<file path="src/rtl/fdc_pkg.sv">
package fdc_pkg;
  localparam int LANE_W   = 8;
  localparam int GATE_POS = LANE_W - 1;
  localparam int ALIAS_W  = 2;

  typedef enum logic [ALIAS_W-1:0] {
    ALIAS_DIRECT = 2'd0,
    ALIAS_SET    = 2'd1,
    ALIAS_CLR    = 2'd2,
    ALIAS_TOG    = 2'd3
  } aliasSel_e;

  typedef struct packed {
    logic wrDirect;
    logic wrSet;
    logic wrClr;
    logic wrTog;
  } wrStrobes_t;
endpackage

</file>
<file path="src/rtl/fdc_ctrl.sv">
module fdc_ctrl
  import fdc_pkg::*;
(
  input  logic [ALIAS_W-1:0] busAddr,
  input  logic               busWe,
  output wrStrobes_t         strobes
);
  aliasSel_e sel;
  assign sel = aliasSel_e'(busAddr);

  always_comb begin
    strobes = '0;
    if (busWe) begin
      unique case (sel)
        ALIAS_DIRECT: strobes.wrDirect = 1'b1;
        ALIAS_SET:    strobes.wrSet    = 1'b1;
        ALIAS_CLR:    strobes.wrClr    = 1'b1;
        ALIAS_TOG:    strobes.wrTog    = 1'b1;
        default:      strobes          = '0;
      endcase
    end
  end
endmodule

</file>
<file path="src/rtl/fdc_datapath.sv">
module fdc_datapath
  import fdc_pkg::*;
#(
  parameter int NUM_CH   = 4,
  parameter int FRAC_W   = 6,
  parameter int RST_FRAC = 18,
  parameter int RST_GATE = 1,
  localparam int DATA_W  = NUM_CH * LANE_W
)(
  input  logic                     clk,
  input  logic                     rstN,
  input  wrStrobes_t               strobes,
  input  logic [DATA_W-1:0]        wrData,
  output logic [DATA_W-1:0]        regQ,
  output logic [NUM_CH*FRAC_W-1:0] chFrac,
  output logic [NUM_CH-1:0]        chGate,
  output logic [NUM_CH-1:0]        chUpdate
);
  localparam logic [LANE_W-1:0] LANE_MASK =
    LANE_W'((1 << GATE_POS) | ((1 << FRAC_W) - 1));
  localparam logic [LANE_W-1:0] RST_LANE =
    LANE_W'((RST_GATE << GATE_POS) | (RST_FRAC & ((1 << FRAC_W) - 1)));

  logic [DATA_W-1:0] writable;
  logic [DATA_W-1:0] rstValue;
  logic [DATA_W-1:0] nxtRaw;
  logic [DATA_W-1:0] nxtVal;
  logic [NUM_CH-1:0] fracChange;
  logic              anyWrite;

  genvar n;
  generate
    for (n = 0; n < NUM_CH; n++) begin : g_lane
      assign writable[n*LANE_W +: LANE_W] = LANE_MASK;
      assign rstValue[n*LANE_W +: LANE_W] = RST_LANE;
      assign fracChange[n] = anyWrite &&
        (nxtVal[n*LANE_W +: FRAC_W] != regQ[n*LANE_W +: FRAC_W]);
      assign chFrac[n*FRAC_W +: FRAC_W] = regQ[n*LANE_W +: FRAC_W];
      assign chGate[n] = regQ[n*LANE_W + GATE_POS];
    end
  endgenerate

  assign anyWrite = |strobes;

  always_comb begin
    nxtRaw = regQ;
    if (strobes.wrDirect) nxtRaw = wrData;
    if (strobes.wrSet)    nxtRaw = regQ | wrData;
    if (strobes.wrClr)    nxtRaw = regQ & ~wrData;
    if (strobes.wrTog)    nxtRaw = regQ ^ wrData;
  end

  assign nxtVal = nxtRaw & writable;

  always_ff @(posedge clk or negedge rstN) begin
    if (!rstN) begin
      regQ     <= rstValue;
      chUpdate <= '0;
    end else begin
      if (anyWrite) regQ <= nxtVal;
      chUpdate <= fracChange;
    end
  end
endmodule

</file>
<file path="src/rtl/fracdiv_ctrl_reg.sv">
module fracdiv_ctrl_reg
  import fdc_pkg::*;
#(
  parameter int NUM_CH   = 4,
  parameter int FRAC_W   = 6,
  parameter int RST_FRAC = 18,
  parameter int RST_GATE = 1,
  localparam int DATA_W  = NUM_CH * LANE_W
)(
  input  logic                     clk,
  input  logic                     rstN,
  input  logic [ALIAS_W-1:0]       busAddr,
  input  logic                     busWe,
  input  logic [DATA_W-1:0]        busWdata,
  output logic [DATA_W-1:0]        busRdata,
  output logic [NUM_CH*FRAC_W-1:0] chFrac,
  output logic [NUM_CH-1:0]        chGate,
  output logic [NUM_CH-1:0]        chUpdate
);
  wrStrobes_t strobes;

  fdc_ctrl ctrl_i (
    .busAddr (busAddr),
    .busWe   (busWe),
    .strobes (strobes)
  );

  fdc_datapath #(
    .NUM_CH   (NUM_CH),
    .FRAC_W   (FRAC_W),
    .RST_FRAC (RST_FRAC),
    .RST_GATE (RST_GATE)
  ) dp_i (
    .clk      (clk),
    .rstN     (rstN),
    .strobes  (strobes),
    .wrData   (busWdata),
    .regQ     (busRdata),
    .chFrac   (chFrac),
    .chGate   (chGate),
    .chUpdate (chUpdate)
  );
endmodule

</file>
<file path="config.mk">
export PLATFORM = sky130hd
export DESIGN_NAME = fracdiv_ctrl_reg
export DESIGN_NICKNAME = d
export VERILOG_FILES = /design/src/rtl/fdc_pkg.sv /design/src/rtl/fdc_ctrl.sv /design/src/rtl/fdc_datapath.sv /design/src/rtl/fracdiv_ctrl_reg.sv
export SDC_FILE = /design/constraint.sdc
export NUM_CORES = 1
export LEC_CHECK = 0
export BUFFER_PORTS_ARGS = -buffer_cell sky130_fd_sc_hd__buf_2
export CORE_ASPECT_RATIO = 1.2
export CORE_UTILIZATION = 53
export CTS_CLUSTER_SIZE = 40
export DETAILED_ROUTE_END_ITERATION = 6
export PLACE_DENSITY_LB_ADDON = 0.12
export SLEW_MARGIN = 0
export SYNTH_ARGS = -nofsm -noshare
export SYNTH_HDL_FRONTEND = slang
export SYNTH_SLANG_ARGS = --single-unit
</file>
<file path="constraint.sdc">
create_clock -name clk -period 2.4 [get_ports clk]
set_input_delay 0.36 -clock clk [delete_from_list [all_inputs] [get_ports clk]]
set_output_delay 0.36 -clock clk [all_outputs]
set_load 0.005 [all_outputs]
</file>
=== Yosys cells after proc, flatten, opt, wreduce, memory -nomap -nowiden ===
Cells that the tools add are included.

* Flip-flop bits (word level): 32
* Input port bits: 37
* Output and inout port bits: 64
* Logic and storage cells: 31

* Equality and inequality tests: 7
* Multiplexer cells: 9
* Bitwise operators: 4
* Reduce and logical (&&, ||, !) cells: 8

{| class="wikitable"
|+ Operator list
! kind !! count
|-
| $mux W32 || 4
|-
| $and A32 B32 Y32 || 1
|-
| $not A32 Y32 || 1
|-
| $or A32 B32 Y32 || 1
|-
| $xor A32 B32 Y32 || 1
|-
| $ne A6 B6 Y1 || 4
|-
| $eq A2 B2 Y1 const B || 2
|-
| $logic_and A1 B1 Y1 || 4
|-
| $mux W1 || 4
|-
| $mux W4 || 1
|-
| $reduce_bool A4 Y1 || 1
|-
| $reduce_or A4 Y1 || 1
|-
| $eq A2 B1 Y1 const B || 1
|-
| $logic_not A2 Y1 || 1
|-
| $reduce_and A2 Y1 || 1
|}

=== Longest topological paths before layout ===
Gate-level depths: netlist of the first run.

* Depth in word-level cells: 9
* Depth in mapped cells: 8
* Gate-level depth less buffers: 7

=== Modules after synthesis ===
Synthesis of the first run repeated with hierarchy kept, for this count alone.

* Cells, all modules: 552
* Area, all modules: 4,165.2 µm²

{| class="wikitable"
|+ By module, submodules not included
! module !! instances !! cells an instance !! area each (µm²) !! seq. area each (µm²)
|-
| fdc_datapath || 1 || 548 || 4,127.7 || 815.8
|-
| fdc_ctrl || 1 || 4 || 37.5 || 0.0
|}

=== Least setup slack after synthesis of the first run ===
Ideal clock, no wire load.

* Path type: register -> register
* Start point: register dp_i.regQ[9]
* End point: register dp_i.chUpdate[1]
* Library setup time: 139 ps
* Arrival: 1,882 ps
* Required time: 2,261 ps
* Path slack: 380 ps
* Cell stages (with the launch flop): 7
* Buffers on the path: 0
* Period minus slack after synthesis: 2,020 ps
* Cells stage by stage: dfstp_2 > inv_1 > ha_1 > mux4_2 > xnor2_1 > a2111oi_0 > a21boi_1

* Longest elaborated chain between the ends: 6
* Elaborated cells on any way between the ends: 9
* Those cells by class: eq/ne (1); mux (4); bitwise (3); reduce/logical (1)

{| class="wikitable"
|+ RTL lines
! what !! RTL line !! source
|-
| from (decl) || fdc_datapath.sv:14 || <nowiki>output logic [DATA_W-1:0] regQ,</nowiki>
|-
| from (signal assigned) || fdc_datapath.sv:57 || <nowiki>regQ <= rstValue;</nowiki>
|-
| from (signal assigned) || fdc_datapath.sv:60 || <nowiki>if (anyWrite) regQ <= nxtVal;</nowiki>
|-
| $mux W32 / $or A32 B32 Y32 (equally long branches) || fdc_datapath.sv:47, fdc_datapath.sv:48 ||
|-
| $mux W32 || fdc_datapath.sv:48 || <nowiki>if (strobes.wrSet) nxtRaw = regQ | wrData;</nowiki>
|-
| $mux W32 || fdc_datapath.sv:49 || <nowiki>if (strobes.wrClr) nxtRaw = regQ & ~wrData;</nowiki>
|-
| $mux W32 || fdc_datapath.sv:50 || <nowiki>if (strobes.wrTog) nxtRaw = regQ ^ wrData;</nowiki>
|-
| $ne A6 B6 Y1 (*) || fdc_datapath.sv:37 || <nowiki>(nxtVal[n*LANE_W +: FRAC_W] != regQ[n*LANE_W +: FRAC_W]);</nowiki>
|-
| $logic_and A1 B1 Y1 (*) || fdc_datapath.sv:36 || <nowiki>assign fracChange[n] = anyWrite &&</nowiki>
|-
| via dp_i.fracChange[1] || fdc_datapath.sv:28 || <nowiki>logic [NUM_CH-1:0] fracChange;</nowiki>
|-
| to (signal assigned) || fdc_datapath.sv:61 || <nowiki>chUpdate <= fracChange;</nowiki>
|-
| to (decl) || fdc_datapath.sv:17 || <nowiki>output logic [NUM_CH-1:0] chUpdate</nowiki>
|}

The timed path passes the listed nets; every way through them passes the cells marked *. The select of a mux whose other input is x is not followed.
A chain may end at the register's enable or synchronous reset.

=== Worst setup path in the final report of the first run ===
Ends and elaborated chain as after synthesis.

==> results of run 1 <==
-- final cells by class --
| type | count | area (sq um) | area share |
|---|---|---|---|
| Sequential cell | 32 | 816 | 0.215 |
| Timing Repair Buffer | 97 | 523 | 0.138 |
| Clock inverter | 1 | 5.00 | 0.00132 |
| Clock buffer | 7 | 76.3 | 0.0201 |
| Multi-Input combinational cell | 207 | 1990 | 0.522 |
| Inverter | 78 | 293 | 0.0770 |
| Tap cell | 82 | 103 | 0.0270 |
-- power breakdown --
group | internal (W) | switching, W
registers | 0.000651 | 0.000108
logic | 0.000438 | 0.000395
clock network | 0.000203 | 0.000201
total | 0.00129 | 0.000704
-- layer usage --
metal	wire [um]	vias to the layer above	GRT usage
met5	0	-	0
met1	2710	1174	0.240
met4	89	0	0.0602
met3	225	6	0.0234
li1	-	1252	-
met2	3070	68	0.342
-- cell families after synthesis --
logic type | Yosys count
flops | 32
xor+xnor | 23
buf+inv | 125
fa+ha+maj | 56
other cells | 1
simple gates | 52
mux | 28
compound gates | 44
-- through the flow --
step                      std cells  worst slack, ns   util  cell area (sq um)
final                           504            0.286  0.616               3800
after floorplan                 364            0.380      -               3470
after detailed placement        496            0.230  0.603               3720
after global placement          496            0.298  0.603               3720
after CTS                       504            0.230  0.616               3800
after global routing            504            0.146  0.616               3800
-- worst register-to-register path, delay by kind of cell (launching register included) --
family                   cells  cell delay, ns
multiplexers                 1            0.49
adder cells (fa/ha/maj)      1            0.27
buffers and inverters        1            0.08
XOR/XNOR                     1            0.14
AO/OA/AOI/OAI                2            0.44
flip-flops                   1            0.56
-- state kept, by name, indices dropped and copies added (netlist names) --
name	count
dp_i.chUpdate	4
dp_i.regQ	28
-- path summary, 6_finish.rpt --
| kind | from | endpoint | slack [ns] |
|---|---|---|---|
| min in group clk | busWdata[15] | dp_i.regQ[15]$_DFFE_PN1P_ | 0.52 |
| setup / recovery | dp_i.regQ[9]$_DFFE_PN1P_ | dp_i.chUpdate[1]$_DFF_PN0_ | 0.29 |
| hold reg to reg | dp_i.regQ[17]$_DFFE_PN1P_ | dp_i.regQ[17]$_DFFE_PN1P_ | 0.53 |
| max in group asynchronous | rstN | dp_i.regQ[18]$_DFFE_PN0P_ | 1.77 |
| hold / removal | rstN | dp_i.regQ[5]$_DFFE_PN0P_ | 0.14 |
| setup reg to reg | dp_i.regQ[9]$_DFFE_PN1P_ | dp_i.chUpdate[1]$_DFF_PN0_ | 0.29 |
-- cells in the mapped netlist, drive strengths merged, types with 2 or more instances --
cell type  number  share of area
a21oi           5         0.0083
buf            41           0.10
a211oi          5          0.012
inv            78          0.085
nor2b           2         0.0036
nor4b           2         0.0051
or2             2         0.0036
ha             56           0.20
o31a            2         0.0051
xnor2          23          0.058
dfstp          12          0.091
nor2            7         0.0076
clkbuf          6         0.0065
nand2          32          0.035
mux2i           5          0.014
o21ai          26          0.038
and2b           2         0.0043
dfrtp          20           0.14
nor3            2         0.0029
mux4           22           0.15
==> metrics, run 1 <==
maximum VDD drop between 200 and 250 uV; maxcap violations 0; post-synthesis sequential area ratio 0.236; Crit Path Max Fanout 4; leakage 2.02 nW; die width 75.7 um; Routed WL 6100 um; port buffer count a little over 90; CP Cell Sequence inv_1, ha_1, mux4_2, xnor2_1, a2111oi_0, a21boi_1; Ant. Diodes 0; skew final 0.00792 ns; row count 31; FF-to-FF path depth 6; Synth Area in Simple Gates 0.0670; Starting Density 0.561; most frequent cells in the layout 92 x buf_2, 78 x inv_1, 56 x ha_1; number of hold buffers added after CTS 0; crit-path max cell delay 0.56 ns; RSZ-0062 raised after global routing false; via count between 2000 and 3000; Die Y a little over 90 um; Synth Flop Type dfrtp_1; GP Congestion 0.699; Post-CTS Resized 0; fraction of registers with async set/reset 1.00; mean number of vias per cell about 5; Clk Latency, worst-skew pair approximately 0.28 ns; CTS H-Tree Depth 2; worst slew pin tran ~0.76 ns; grt ovf 0; Avg Cell Area, Syn 9.58 sq um; pwr/cell area around 530 nW/um^2; commonest non-fill, non-tap cell in the layout buf_2; detailed router's first-iteration violation count between 40 and 50; post-synthesis compound-gate area fraction 0.0789; clk slew on worst S/H paths approximately 0.070 ns; DRC Markers 0; CP Launch Type flip-flop; Worst setup EP type flip-flop; share of post-route cells with drive strength above 1 0.329; boundary pin count approximately 100; # clock sinks 32; worst path bufs/invs 1; final slew viol count 0; Period minus WS final 2.11 ns; xor and xnor area share after synthesis 0.0583; Setup Fix Bufs, Post-CTS 0; total die area slightly below 7000 sq um; fin crit share 0.881; antenna violations before repair 0; Mapped Area 3460 sq um; First-pass DRT Iterations 4; pin count of the biggest net entering global routing 36; GRT Total Usage 0.194; post-synthesis mux area share 0.163; Adder-Cell Fraction of Synth Area 0.203; Seq cells post-synth 32; Area Growth Syn to Fin 9.95%; critical path arrival roughly 2.3 ns; nets@finish between 500 and 600; Critical Setup Path Class reg2reg; outcome finished clean; unique cell type count in the Yosys netlist 37; first-pass GRT wire length 10300 um; largest family of logic cells by synthesized area adder cells; routed len/inst 12.1 um; critical path depth 6; vias in the first global route between 2000 and 2500; maximum clock path buffer count 2; Post-synth EDFFs 0; fillers around 550; Hold WC Path Type in2async; Hold Slack ~0.14 ns; TritonCTS buffer count 5; warnings from Yosys 0; post-route ant nets 0; Slew HR 0.493; CTS tree done; total chip power 0.00200 W; DPL Wire Length roughly 4600 um; Slowest-stage cell, CP dfstp_2; Final Hold Viols 0; CP required ~2.6 ns; f_max between 400 and 500 MHz; Mapped Cells around 360; Final setup viols 0; Top delay family on crit path flip-flops; CTS Root Cell clkbuf_8; total core area a little over 6000 sq um; total negative slack 0 ns
Note: power is estimated with default switching activity, not from simulation.
==> run 2, diff against run 1 <==
--- a/config.mk
+++ b/config.mk
@@ -7,7 +7,7 @@
 export LEC_CHECK = 0
 export BUFFER_PORTS_ARGS = -buffer_cell sky130_fd_sc_hd__buf_2
 export CORE_ASPECT_RATIO = 1.2
-export CORE_UTILIZATION = 53
+export CORE_UTILIZATION = 40
 export CTS_CLUSTER_SIZE = 40
 export DETAILED_ROUTE_END_ITERATION = 6
 export PLACE_DENSITY_LB_ADDON = 0.12
==> run 2 against run 1 <==
Compared with the run above:
- clock skew about the same
- via count down 0.84%
- setup slack worse by 0.019 ns
==> metrics, run 2 (synthesis results as in run 1) <==
outcome finished clean (unchanged); GP Congestion 0.730 (was 0.699); via count 2479 (was 2500); Biggest register dp_i.regQ (unchanged); Final Hold Viols 0 (unchanged); grt ovf 0 (unchanged); Top delay family on crit path flip-flops (unchanged); CP required 2.56 ns (was 2.55 ns); Placed Cells incl. Taps 529 (was 496); first-pass GRT wire length 11200 um (was 10300 um); boundary pin count 101 (unchanged); detailed router's first-iteration violation count 77 (was 49); Critical Setup Path Class reg2reg (unchanged); f_max 469 MHz (was 473 MHz); Area Growth Syn to Fin 11.3% (was 9.95%); clock power share 0.217 (was 0.203); Post-CTS Resized 0 (unchanged); Starting Density 0.419 (was 0.561); Hold WC Path Type in2async (unchanged); Worst setup EP type flip-flop (unchanged); share of post-route cells with drive strength above 1 0.336 (was 0.329); largest registers dp_i.regQ: 28 flops, dp_i.chUpdate: 4 flops (unchanged); leakage 2.03 nW (was 2.02 nW); Crit Path Max Fanout 4 (unchanged); pin count of the biggest net entering global routing 36 (unchanged); Comb power frac 0.409 (was 0.417); mean number of vias per cell 4.62 (was 4.96); Sequential Power Share 0.374 (was 0.380); First-pass DRT Iterations 6 (was 4); CTS H-Tree Depth 2 (unchanged); fin crit share 0.888 (was 0.881); critical path arrival 2.29 ns (was 2.27 ns); die width 86.9 um (was 75.7 um); Routed WL 6570 um (was 6100 um); CP Cell Sequence inv_1, ha_1, mux4_2, xnor2_1, a2111oi_0, a21boi_1 (unchanged); Slew HR 0.500 (was 0.493); TritonCTS buffer count 5 (unchanged); RSZ-0062 raised after global routing false (unchanged); worst slew pin tran 0.750 ns (was 0.760 ns); Period minus WS final 2.13 ns (was 2.11 ns); row count 36 (was 31); Clk Latency, worst-skew pair 0.28 ns (about the same); clk slew on worst S/H paths 0.08 ns (was 0.07 ns); antenna violations before repair 0 (unchanged); crit-path max cell delay 0.56 ns (about the same); most frequent cells in the layout 92 x buf_2, 78 x inv_1, 56 x ha_1 (unchanged); total negative slack 0 ns (unchanged); CTS Root Cell clkbuf_8 (unchanged); GRT Total Usage 0.156 (was 0.194); switch share 0.354 (was 0.353); max reg flops 28 (unchanged); total core area 8240 sq um (was 6170 sq um); switching power 0.000723 W (was 0.000704 W); commonest non-fill, non-tap cell in the layout buf_2 (unchanged); Die Y 104 um (was 90.5 um); Hold Slack 0.138 ns (was 0.140 ns); CP Launch Type flip-flop (unchanged); vias in the first global route 2395 (was 2387); final slew viol count 0 (unchanged); Setup Fix Bufs, Post-CTS 0 (unchanged); # clock sinks 32 (unchanged); skew final 0.00800 ns (was 0.00792 ns); maximum VDD drop 260 uV (was 240 uV); Slowest-stage cell, CP dfstp_2 (unchanged); DPL Wire Length 5000 um (was 4570 um); port buffer count 92 (unchanged); total die area 9020 sq um (was 6850 sq um); DRC Markers 0 (unchanged); Ant. Diodes 0 (unchanged); nets@finish 515 (was 514); maxcap violations 0 (unchanged); Final setup viols 0 (unchanged); Internal Power 0.00132 W (was 0.00129 W); worst path bufs/invs 1 (unchanged); fin util 0.467 (was 0.616); CTS tree done (unchanged); number of hold buffers added after CTS 0 (unchanged); maximum clock path buffer count 2 (unchanged); pwr/cell area 530 nW/um^2 (was 525 nW/um^2); routed len/inst 12.2 um (was 12.1 um); post-route ant nets 0 (unchanged); Layout Cells excl Fill 537 (was 504)
run 2: metal layers:
metal,vias up,part of all wire,track usage
met5,-,0,0
met4,0,0.0096,0.0357
met3,4,0.040,0.0303
met1,1166,0.44,0.202
met2,59,0.51,0.267
li1,1250,-,-
run 2: final timing paths:
check | depth (start not counted) | slack, ns | end | start
max in group asynchronous | 1 | 1.78 | dp_i.regQ[10]$_DFFE_PN0P_ | rstN
worst min-delay path | 1 | 0.14 | dp_i.chUpdate[0]$_DFF_PN0_ | rstN
min in group clk | 4 | 0.52 | dp_i.regQ[31]$_DFFE_PN1P_ | busWdata[31]
worst max-delay path | 6 | 0.27 | dp_i.chUpdate[1]$_DFF_PN0_ | dp_i.regQ[9]$_DFFE_PN1P_
worst min register to register | 2 | 0.52 | dp_i.regQ[23]$_DFFE_PN1P_ | dp_i.regQ[23]$_DFFE_PN1P_
worst max register to register | 6 | 0.27 | dp_i.chUpdate[1]$_DFF_PN0_ | dp_i.regQ[9]$_DFFE_PN1P_
run 2: layout make-up:
cell class,instances,area [sq um]
timing repair buffer,98,518
fill,831,4400
tap,114,143
multi-input combinational,207,1990
sequential,32,816
clock buffer,6,82.6
inverter,78,293
clock inverter,2,10.0
run 2: through the flow:
| stage | instance area (sq um) | total power, W | worst slack, ns |
|---|---|---|---|
| after floorplan | 3470 | 0.00142 | 0.380 |
| after global routing | 3850 | 0.00224 | 0.0328 |
| after detailed placement | 3750 | 0.00162 | 0.245 |
| final | 3850 | 0.00204 | 0.268 |
| after global placement | 3750 | 0.00159 | 0.260 |
| after CTS | 3850 | 0.00209 | 0.237 |
run 2: worst register-to-register path, stage by stage, from the launching register on:
cell       delay [ns]
dfstp_2          0.56
inv_1            0.08
ha_1             0.28
mux4_2           0.49
xnor2_1          0.13
a2111oi_0        0.35
a21boi_1         0.12
run 2: power groups by stage:
| stage | clock network (W) | registers (W) | logic [W] |
|---|---|---|---|
| after floorplan | 0 | 0.000763 | 0.000659 |
| after global placement | 0 | 0.000771 | 0.000822 |
| after detailed placement | 0 | 0.000779 | 0.000846 |
| after CTS | 0.000470 | 0.000769 | 0.000851 |
| after global routing | 0.000490 | 0.000782 | 0.000964 |
| final | 0.000443 | 0.000763 | 0.000834 |
